===== src/rtl/bank_bus_glue_pkg.sv =====
`timescale 1ns/1ps
package bank_bus_glue_pkg;

  typedef enum logic {
    XDIR_TO_SYS = 1'b0,
    XDIR_TO_CPU = 1'b1
  } xcvr_dir_e;

  typedef struct packed {
    logic rd;
    logic valid;
  } cyc_qual_t;

endpackage


===== src/rtl/bank_capture.sv =====
`timescale 1ns/1ps
module bank_capture #(
  parameter int DATA_W = 8,
  parameter int ADDR_W = 16
) (
  input  logic              clk,
  input  logic              rst,
  input  logic              phi2,
  input  logic [DATA_W-1:0] cpu_data,
  input  logic [ADDR_W-1:0] addr_lo,
  output logic [DATA_W-1:0] bank_next,
  output logic [DATA_W-1:0] bank_q,
  output logic [ADDR_W-1:0] addr_q
);

  // Transparent-while-low behaviour, expressed as a clock enable
  assign bank_next = phi2 ? bank_q : cpu_data;

  always_ff @(posedge clk) begin
    if (rst) begin
      bank_q <= '0;
      addr_q <= '0;
    end else begin
      bank_q <= bank_next;
      addr_q <= addr_lo;
    end
  end

  // bank byte frozen across consecutive high-phase samples
  p_bank_hold_r5: assert property (@(posedge clk) disable iff (rst)
    (phi2 && $past(phi2) && !$past(rst)) |-> $stable(bank_q));

endmodule


===== src/rtl/addr_decode.sv =====
`timescale 1ns/1ps
module addr_decode #(
  parameter int                DATA_W        = 8,
  parameter int                ADDR_W        = 16,
  parameter int                NUM_IO        = 3,
  parameter logic [DATA_W-1:0] RAM_LAST_BANK = 8'h7F,
  parameter logic [ADDR_W-1:0] IO_BASE       = 16'hD000,
  parameter int                IO_SIZE       = 4096,
  parameter logic [ADDR_W-1:0] ROM_BASE      = 16'hE000
) (
  input  logic              clk,
  input  logic              rst,
  input  logic [DATA_W-1:0] bank,
  input  logic [ADDR_W-1:0] addr_lo,
  input  logic              valid,
  output logic              ram_sel,
  output logic              rom_sel,
  output logic [NUM_IO-1:0] io_sel
);

  localparam int                IO_SLOT_W = $clog2(NUM_IO + 1);
  localparam int                IO_SPAN_W = $clog2(IO_SIZE);
  localparam int                SLOT_LSB  = IO_SPAN_W - IO_SLOT_W;
  localparam logic [ADDR_W-1:0] IO_LAST   = ADDR_W'(IO_BASE + IO_SIZE - 1);

  logic                 in_bank0;
  logic                 rom_hit;
  logic                 io_hit;
  logic                 ram_hit;
  logic [IO_SLOT_W-1:0] slot;
  logic [NUM_IO-1:0]    io_hit_vec;

  assign in_bank0 = (bank == '0);
  assign rom_hit  = in_bank0 && (addr_lo >= ROM_BASE);
  assign io_hit   = in_bank0 && (addr_lo >= IO_BASE) && (addr_lo <= IO_LAST);
  assign ram_hit  = (bank <= RAM_LAST_BANK) && !rom_hit && !io_hit;
  assign slot     = IO_SLOT_W'((addr_lo - IO_BASE) >> SLOT_LSB);

  for (genvar g = 0; g < NUM_IO; g++) begin : g_io_slot
    assign io_hit_vec[g] = io_hit && (slot == IO_SLOT_W'(g));
  end

  always_ff @(posedge clk) begin
    if (rst) begin
      ram_sel <= 1'b0;
      rom_sel <= 1'b0;
      io_sel  <= '0;
    end else begin
      ram_sel <= valid && ram_hit;
      rom_sel <= valid && rom_hit;
      io_sel  <= valid ? io_hit_vec : '0;
    end
  end

  // selects never overlap
  p_sel_onehot_r8: assert property (@(posedge clk) disable iff (rst)
    $countones({ram_sel, rom_sel, io_sel}) <= 1);

  // an idle cycle leaves every select off
  p_idle_nosel_r12: assert property (@(posedge clk) disable iff (rst)
    !valid |=> !(ram_sel || rom_sel || (|io_sel)));

endmodule


===== src/rtl/strobe_gen.sv =====
`timescale 1ns/1ps
module strobe_gen
  import bank_bus_glue_pkg::*;
(
  input  logic clk,
  input  logic rst,
  input  logic phi2,
  input  logic rwb,
  input  logic valid,
  input  logic ram_sel,
  input  logic rom_sel,
  output logic mem_oe_n,
  output logic mem_we_n,
  output logic xcvr_en_n,
  output logic xcvr_dir
);

  cyc_qual_t qual_q;

  always_ff @(posedge clk) begin
    if (rst) begin
      qual_q <= '{rd: 1'b1, valid: 1'b0};
    end else begin
      qual_q <= '{rd: rwb, valid: valid};
    end
  end

  // Registered qualifiers, final single-gate phase term
  assign mem_oe_n  = ~(phi2 & qual_q.valid &  qual_q.rd & (ram_sel | rom_sel));
  assign mem_we_n  = ~(phi2 & qual_q.valid & ~qual_q.rd & ram_sel);
  assign xcvr_en_n = ~(phi2 & qual_q.valid);
  assign xcvr_dir  = qual_q.rd ? XDIR_TO_CPU : XDIR_TO_SYS;


  p_we_gated_r1: assert property (@(posedge clk) disable iff (rst)
    !phi2 |-> mem_we_n);

  p_oe_gated_r2: assert property (@(posedge clk) disable iff (rst)
    !phi2 |-> mem_oe_n);

  p_xcvr_gated_r3: assert property (@(posedge clk) disable iff (rst)
    !phi2 |-> xcvr_en_n);

  p_oe_we_excl_r6: assert property (@(posedge clk) disable iff (rst)
    !(!mem_oe_n && !mem_we_n));

  p_we_ram_only_r7: assert property (@(posedge clk) disable iff (rst)
    !mem_we_n |-> (ram_sel && !rom_sel));

endmodule


===== src/rtl/bank_bus_glue.sv =====
`timescale 1ns/1ps
module bank_bus_glue #(
  parameter int     DATA_W        = 8,
  parameter int     ADDR_W        = 16,
  parameter int     NUM_IO        = 3,
  parameter logic [DATA_W-1:0] RAM_LAST_BANK = 8'h7F,
  parameter logic [ADDR_W-1:0] IO_BASE       = 16'hD000,
  parameter int     IO_SIZE       = 4096,
  parameter logic [ADDR_W-1:0] ROM_BASE      = 16'hE000
) (
  input  logic                     clk,
  input  logic                     rst,
  input  logic                     phi2,
  input  logic                     rwb,
  input  logic                     data_cycle,
  input  logic                     prog_cycle,
  input  logic [ADDR_W-1:0]        addr_lo,
  input  logic [DATA_W-1:0]        cpu_data,
  output logic [DATA_W+ADDR_W-1:0] addr_out,
  output logic                     mem_oe_n,
  output logic                     mem_we_n,
  output logic                     xcvr_en_n,
  output logic                     xcvr_dir,
  output logic                     ram_cs_n,
  output logic                     rom_cs_n,
  output logic [NUM_IO-1:0]        io_cs_n
);

  logic              valid;
  logic [DATA_W-1:0] bank_next;
  logic [DATA_W-1:0] bank_q;
  logic [ADDR_W-1:0] addr_q;
  logic              ram_sel;
  logic              rom_sel;
  logic [NUM_IO-1:0] io_sel;

  assign valid = data_cycle | prog_cycle;

  bank_capture #(
    .DATA_W (DATA_W),
    .ADDR_W (ADDR_W)
  ) u_capture (
    .clk       (clk),
    .rst       (rst),
    .phi2      (phi2),
    .cpu_data  (cpu_data),
    .addr_lo   (addr_lo),
    .bank_next (bank_next),
    .bank_q    (bank_q),
    .addr_q    (addr_q)
  );

  addr_decode #(
    .DATA_W        (DATA_W),
    .ADDR_W        (ADDR_W),
    .NUM_IO        (NUM_IO),
    .RAM_LAST_BANK (RAM_LAST_BANK),
    .IO_BASE       (IO_BASE),
    .IO_SIZE       (IO_SIZE),
    .ROM_BASE      (ROM_BASE)
  ) u_decode (
    .clk     (clk),
    .rst     (rst),
    .bank    (bank_next),
    .addr_lo (addr_lo),
    .valid   (valid),
    .ram_sel (ram_sel),
    .rom_sel (rom_sel),
    .io_sel  (io_sel)
  );

  strobe_gen u_strobe (
    .clk       (clk),
    .rst       (rst),
    .phi2      (phi2),
    .rwb       (rwb),
    .valid     (valid),
    .ram_sel   (ram_sel),
    .rom_sel   (rom_sel),
    .mem_oe_n  (mem_oe_n),
    .mem_we_n  (mem_we_n),
    .xcvr_en_n (xcvr_en_n),
    .xcvr_dir  (xcvr_dir)
  );

  assign addr_out = {bank_q, addr_q};
  assign ram_cs_n = ~ram_sel;
  assign rom_cs_n = ~rom_sel;
  assign io_cs_n  = ~io_sel;

  // selects do not move inside the high phase
  p_sel_stable_r11: assert property (@(posedge clk) disable iff (rst)
    (phi2 && $past(phi2) && $stable(addr_lo) && $stable(data_cycle) && $stable(prog_cycle)
     && !$past(rst)) |=> $stable({ram_cs_n, rom_cs_n, io_cs_n}));

endmodule


===== config.mk =====
export PLATFORM = sky130hd
export DESIGN_NAME = bank_bus_glue
export DESIGN_NICKNAME = d
export VERILOG_FILES = /design/src/rtl/bank_bus_glue_pkg.sv /design/src/rtl/bank_capture.sv /design/src/rtl/addr_decode.sv /design/src/rtl/strobe_gen.sv /design/src/rtl/bank_bus_glue.sv
export SDC_FILE = /design/constraint.sdc
export NUM_CORES = 1
export LEC_CHECK = 0
export BUFFER_PORTS_ARGS = -buffer_cell sky130_fd_sc_hd__buf_2
export CAP_MARGIN = 20
export CORE_ASPECT_RATIO = 0.5
export CORE_MARGIN = 5
export CORE_UTILIZATION = 45
export DETAILED_ROUTE_END_ITERATION = 16
export GPL_TIMING_DRIVEN = 0
export MAX_ROUTING_LAYER = met4
export PLACE_DENSITY = 0.86
export SYNTH_ARGS = -nofsm -noshare
export SYNTH_HDL_FRONTEND = slang
export SYNTH_HIERARCHICAL = 1
export SYNTH_SLANG_ARGS = --single-unit

===== constraint.sdc =====
create_clock -name clk -period 2.4 [get_ports clk]
set_clock_uncertainty 0.15 [all_clocks]
set_input_delay 0.36 -clock clk [delete_from_list [all_inputs] [get_ports clk]]
set_output_delay 0.36 -clock clk [all_outputs]
set_load 0.05 [all_outputs]

[Word-level counts from Yosys, hierarchy flattened]
Index checks and enable logic that the tools add are counted.
Operators by class
  add/subtract/negate cells: 1
  $lt $le $gt $ge: 4
  equality and inequality tests: 2
  muxes and demuxes: 2
  bitwise gates (word level): 15
  reduce and logical (&&, ||, !) cells: 15
Operator list (count)
  $ge 16x16->1 const B: 2
  $le 16x16->1 const B: 1
  $sub 12x1->12 const B: 1
  $logic_and 1x1->1: 10
  $le 8x7->1 const B: 1
  $logic_not 8->1: 1
  $mux 8: 1
  $not 1->1: 7
  $and 1x1->1: 5
  $not 3->3: 1
  $eq 2x1->1 const B: 1
  $eq 2x2->1 const B: 1
  $logic_not 1->1: 2
  $logic_not 2->1: 1
  $or 1x1->1: 2
  $reduce_or 2->1: 1
  $mux 1: 1
Word-level totals
  register bits: 31
  input port bits: 30
  output and inout port bits: 33

[Logic depth before layout (Yosys ltp)]
  word-level depth: 7
  mapped depth: 5

[Hierarchy]
Netlist, hierarchy kept.
By module, submodules not included
  bank_capture: times used 1, cells an instance 59, area an instance 838.3 µm²
  addr_decode: times used 1, cells an instance 19, area an instance 236.5 µm²
  strobe_gen: times used 1, cells an instance 7, area an instance 76.3 µm²
  bank_bus_glue: times used 1, cells an instance 6, area an instance 25.0 µm²

[Worst setup path before layout]
Ideal clock, no wire load.
  path kind: register -> output
  start point: register u_strobe/qual_q[1] (netlist bit)
  end point: output port mem_oe_n
  data arrival time: 1.267 ns
  data required time: 1.890 ns
  setup slack: 0.623 ns
  cell stages (with the launch flop): 2
  path buffers: 0
  path through: dfxtp_1 -> o2111ai_1
On the way
  word-level cells in the longest chain between the ends: 3
Ends and longest elaborated chain
  start: declaration: line strobe_gen.sv:18  | cyc_qual_t qual_q;
  start signal: assignment: line strobe_gen.sv:22  | qual_q <= '{rd: 1'b1, valid: 1'b0};
  start signal: assignment: line strobe_gen.sv:24  | qual_q <= '{rd: rwb, valid: valid};
  $and 1x1->1 (2 in series): line strobe_gen.sv:29  | assign mem_oe_n = ~(phi2 & qual_q.valid & qual_q.rd & (ram_sel | rom_sel));
  $not 1->1: line strobe_gen.sv:29
  end: declaration: line bank_bus_glue.sv:20  | output logic mem_oe_n,
No other way between the ends.

[Worst setup path after layout]
  start point: input port phi2
  end point: register u_decode.io_sel[0]
On the way
  word-level cells in the longest chain between the ends: 5
Ends and longest elaborated chain
  start: declaration: line bank_bus_glue.sv:13  | input logic phi2,
  $mux 8: line bank_capture.sv:17  | assign bank_next = phi2 ? bank_q : cpu_data;
  named net bank_next[3]: line bank_bus_glue.sv:30  | logic [DATA_W-1:0] bank_next;
  $logic_not 8->1: line addr_decode.sv:33  | assign in_bank0 = (bank == '0);
  $logic_and 1x1->1 (2 in series): line addr_decode.sv:35  | assign io_hit = in_bank0 && (addr_lo >= IO_BASE) && (addr_lo <= IO_LAST);
  $logic_and 1x1->1: line addr_decode.sv:40  | assign io_hit_vec[g] = io_hit && (slot == IO_SLOT_W'(g));
  end signal: assignment: line addr_decode.sv:51  | io_sel <= valid ? io_hit_vec : '0;
  end: declaration: line addr_decode.sv:18  | output logic [NUM_IO-1:0] io_sel
The timed path passes the listed nets, and every way through them passes these cells.
A chain may end at the register's enable or synchronous reset.

==> flow_results.xml <==
<?xml version="1.0" encoding="UTF-8"?>
<metrics>
  <group name="status">
    <metric name="result_of_the_run" unit="">complete, no violations</metric>
  </group>
  <group name="clock_tree">
    <metric name="tritoncts" unit="">built</metric>
    <metric name="cts_num_sinks" unit="">31</metric>
    <metric name="cts_hold_buf" unit="">0</metric>
    <metric name="cts_resized" unit="">0</metric>
    <metric name="clk-insertion-delay-late" unit="ns">0.27</metric>
    <metric name="number_of_buffers_inserted_during_clock_tree_synthesis" unit="">5</metric>
    <metric name="ctsHtreeMaxLevel" unit="">2</metric>
    <metric name="cts_setup_buffers" unit="">0</metric>
    <metric name="clk_root_buffer_cell" unit="">clkbuf_8</metric>
    <metric name="clkTransAtPathRegs" unit="ns">0.06</metric>
    <metric name="max-clock-path-buffers" unit="">2</metric>
  </group>
  <group name="hold_path">
    <metric name="hold_path_depth" unit="">2</metric>
    <metric name="min-delay-path-class" unit="">in -&gt; reg</metric>
    <metric name="hold_path.startpoint" unit="">rwb</metric>
    <metric name="hold_path_end" unit="">u_strobe/qual_q[1]</metric>
  </group>
  <group name="worst_setup_path">
    <metric name="crit-reg2reg-launch" unit="">u_capture/bank_q[3]</metric>
    <metric name="worst_ep_required_time" unit="ns">2.43</metric>
    <metric name="crit_path_start" unit="">phi2</metric>
    <metric name="cp_data_arrival_time" unit="ns">1.80</metric>
    <metric name="worst_setup_path_category" unit="">in -&gt; reg</metric>
    <metric name="timing.critical_path.fanout_max" unit="">8</metric>
    <metric name="reg2reg_to" unit="">u_decode/io_sel[0]</metric>
    <metric name="worst_r2r_path_depth" unit="">4</metric>
    <metric name="reg_to_reg_slack_setup" unit="ns">0.75</metric>
    <metric name="timing.critical_path.from_type" unit="">input pin</metric>
    <metric name="endpoint_kind" unit="">register</metric>
  </group>
  <group name="power_and_ir_drop">
    <metric name="ir_worst_vdd" unit="V">0.000348</metric>
    <metric name="total_power_density_per_cell_area" unit="nW/um2">725</metric>
    <metric name="total_leakage_power" unit="uW">0.000788</metric>
  </group>
  <group name="die">
    <metric name="initial_util" unit="%">46.1</metric>
    <metric name="fp.dieArea" unit="um2">3800</metric>
    <metric name="row_count" unit="">13</metric>
    <metric name="die_y" unit="um">46.2</metric>
    <metric name="core-area" unit="um2">2550</metric>
    <metric name="boundaryPins" unit="">63</metric>
    <metric name="die_width" unit="um">82.3</metric>
  </group>
  <group name="layout">
    <metric name="antenna_cells_inserted" unit="">0</metric>
    <metric name="drive_gt1_share" unit="%">58.8</metric>
    <metric name="multi_input_area" unit="um2">505</metric>
    <metric name="finalCoreUtilization" unit="%">63.4</metric>
    <metric name="final_cells" unit="">197</metric>
    <metric name="design.final.nets" unit="">190</metric>
    <metric name="layout.filler_cells" unit="">214</metric>
    <metric name="ff_latch_area" unit="um2">621</metric>
    <metric name="flow.area_growth_from_synthesis" unit="%">37.8</metric>
  </group>
  <group name="logic_synthesis">
    <metric name="netlist_instances" unit="">91</metric>
    <metric name="yosys-mux-area-fraction" unit="%">10.2</metric>
    <metric name="yosysWarnings" unit="">6</metric>
    <metric name="synth.yosys.seq_area_share" unit="%">52.8</metric>
    <metric name="synth_edf_count" unit="">0</metric>
    <metric name="synth_xor_xnor_area_share" unit="%">0</metric>
    <metric name="synth_compound_area_share" unit="%">2.23</metric>
    <metric name="synth.top_cells.by_count" unit="">31 x dfxtp_1, 17 x nor2b_1, 8 x mux2_4, 8 x nor2b_4, 6 x inv_1</metric>
    <metric name="syn_area_cell" unit="um2">12.9</metric>
    <metric name="synth.lib_cells_used.distinct" unit="">22</metric>
    <metric name="synth-async-reset-ratio" unit="%">0</metric>
    <metric name="synth_fp_nets" unit="">121</metric>
    <metric name="netlist_area" unit="um2">1180</metric>
    <metric name="yosys.area.top_type_share" unit="%">52.8</metric>
    <metric name="synth_ff_type" unit="">dfxtp_1</metric>
    <metric name="yosys_register_bits" unit="">31</metric>
    <metric name="synth_simple_gate_area_share" unit="%">30.5</metric>
    <metric name="synth_top_family_by_area" unit="">simple AND/OR/NAND/NOR gates</metric>
    <metric name="post-synth-top-count-cell" unit="">dfxtp_1</metric>
    <metric name="netlist_top_cells_area" unit="">dfxtp_1 53%, mux2_4 10%, nor2b_4 9.4%</metric>
    <metric name="synth_fa_ha_area_share" unit="%">0</metric>
    <metric name="area_leader_netlist" unit="">dfxtp_1</metric>
  </group>
  <group name="drt">
    <metric name="detail-route-antenna-nets" unit="">0</metric>
    <metric name="drt_first_pass_iters" unit="">2</metric>
    <metric name="post_detailed_route_wirelength_per_cell" unit="um">13.3</metric>
    <metric name="remaining_design_rule_violation_count" unit="">0</metric>
    <metric name="vias" unit="">869</metric>
    <metric name="drt-total-wl" unit="mm">2.63</metric>
    <metric name="drt_iter0_drc" unit="">50</metric>
    <metric name="avgViaCountPerCell" unit="">4.41</metric>
  </group>
  <group name="placed_design">
    <metric name="dp_cells" unit="">190</metric>
    <metric name="gp_routability_congestion" unit="">0.713</metric>
    <metric name="dp_slack" unit="ns">0.392</metric>
    <metric name="io_buffers" unit="">62</metric>
    <metric name="dp.final_hpwl" unit="mm">2.05</metric>
  </group>
  <group name="sta">
    <metric name="setup_viol_count_final" unit="">0</metric>
    <metric name="period_needed" unit="ns">1.77</metric>
    <metric name="timing_max_transition_violations_final" unit="">0</metric>
    <metric name="layout_worst_path_cycle_share" unit="%">73.8</metric>
    <metric name="worst_slew_margin_rel" unit="%">73.7</metric>
    <metric name="max_frequency" unit="MHz">564</metric>
    <metric name="layout_setup_ws" unit="ns">0.628</metric>
    <metric name="setup_total_negative_slack" unit="ns">0</metric>
    <metric name="rsz0062_at_grt" unit="">false</metric>
    <metric name="finalHoldViolCount" unit="">0</metric>
    <metric name="worst_slew_pin_slew" unit="ns">0.394</metric>
  </group>
  <group name="grt">
    <metric name="first_global_vias" unit="">891</metric>
    <metric name="grt_max_degree" unit="">12</metric>
    <metric name="wire_length_of_the_first_global_routing_pass" unit="mm">4.08</metric>
    <metric name="overflow" unit="">0</metric>
    <metric name="grt_antenna_before_repair" unit="">0</metric>
    <metric name="global_route.usage.total" unit="%">15.7</metric>
  </group>
  <group name="run">
    <metric name="max_cap_violations" unit="">0</metric>
  </group>
</metrics>
## cell families (layout without fill, tap and decap cells)
logic type / after synthesis / after routing
muxes: 8 / 8
buffers and inverters: 9 / 78
and+or+nand+nor: 40 / 40
AOI/OAI and AO/OA: 3 / 3
DFF: 31 / 31
## where the power goes
group / switching (uW) / internal [uW]
combinational: 148 / 84.5
clock: 168 / 224
sequential: 9.37 / 540
total: 326 / 849
## flip-flops by register name, summed over array words and instances, names as in the netlist
name	flops
u_decode/rom_sel	1
u_capture/addr_q	16
u_strobe/qual_q	2
u_capture/bank_q	8
u_decode/ram_sel	1
u_decode/io_sel	3
## how the worst max path moves through the flow
stage / to / slack [ns] / cells past startpoint
2_1_floorplan: mem_oe_n / 0.62 / 1
3_3_place_gp: u_decode/io_sel[1] / 0.46 / 6
3_5_place_dp: u_decode/io_sel[0] / 0.39 / 6
4_1_cts: u_decode/io_sel[0] / 0.65 / 6
5_1_grt: u_decode/io_sel[1] / 0.58 / 6
6_report: u_decode/io_sel[0] / 0.63 / 6
## stage by stage
stage / total power, uW / area, um2 / hold WS, ns
2_1_floorplan: 728 / 1180 / 0.274
3_3_place_gp: 787 / 1530 / 0.399
3_5_place_dp: 793 / 1530 / 0.405
4_1_cts: 1190 / 1620 / 0.116
5_1_grt: 1240 / 1620 / 0.115
6_report: 1180 / 1620 / 0.123
## worst max-delay path: stages
cell and delay (ns):
buf_2 0.12, buf_6 0.17, mux2_4 0.33, nor4_2 0.38
nand4b_2 0.22, nor3_1 0.22
## layer usage
layer | vias to the layer above | GRT usage, % | wire length, um
met4 | 0 | 6.95 | 28
met1 | 405 | 15.3 | 952
met3 | 4 | 5.27 | 174
met2 | 28 | 29.1 | 1470
li1 | 432 | - | -
met5 | - | - | 0
## area by class of cell
class                   instances  share of cell area (%)
flip-flops and latches         31                    38.3
repair buffers                 62                    19.2
clock inverters                 1                   0.309
clock buffers                   6                    5.10
inverters                       6                    1.39
plain buffers                   3                    1.70
multi-input cells              51                    31.2
well taps                      37                    2.86
## cells in the final DEF (no fill, tap or decap)
| cell | synthesis | routed |
|---|---|---|
| a2111oi_1 | 1 | 1 |
| and2b_2 | 1 | 1 |
| and3_1 | 1 | 1 |
| and4bb_1 | 1 | 1 |
| buf_2 | 1 | 63 |
| buf_6 | 2 | 2 |
| clkbuf_8 | 0 | 6 |
| clkinv_2 | 0 | 1 |
| dfxtp_1 | 31 | 31 |
| inv_1 | 6 | 6 |
| mux2_4 | 8 | 8 |
| nand2_1 | 2 | 2 |
| nand4b_1 | 1 | 1 |
| nand4b_2 | 1 | 1 |
| nor2b_1 | 17 | 17 |
| nor2b_4 | 8 | 8 |
| nor3_1 | 1 | 1 |
| nor3b_1 | 1 | 1 |
| nor3b_2 | 2 | 2 |
| nor4_2 | 1 | 1 |
| nor4_4 | 1 | 1 |
| o2111ai_1 | 1 | 1 |
| o21a_1 | 1 | 1 |
| or2_1 | 2 | 2 |
No activity file was read; power rests on OpenSTA's default activity.
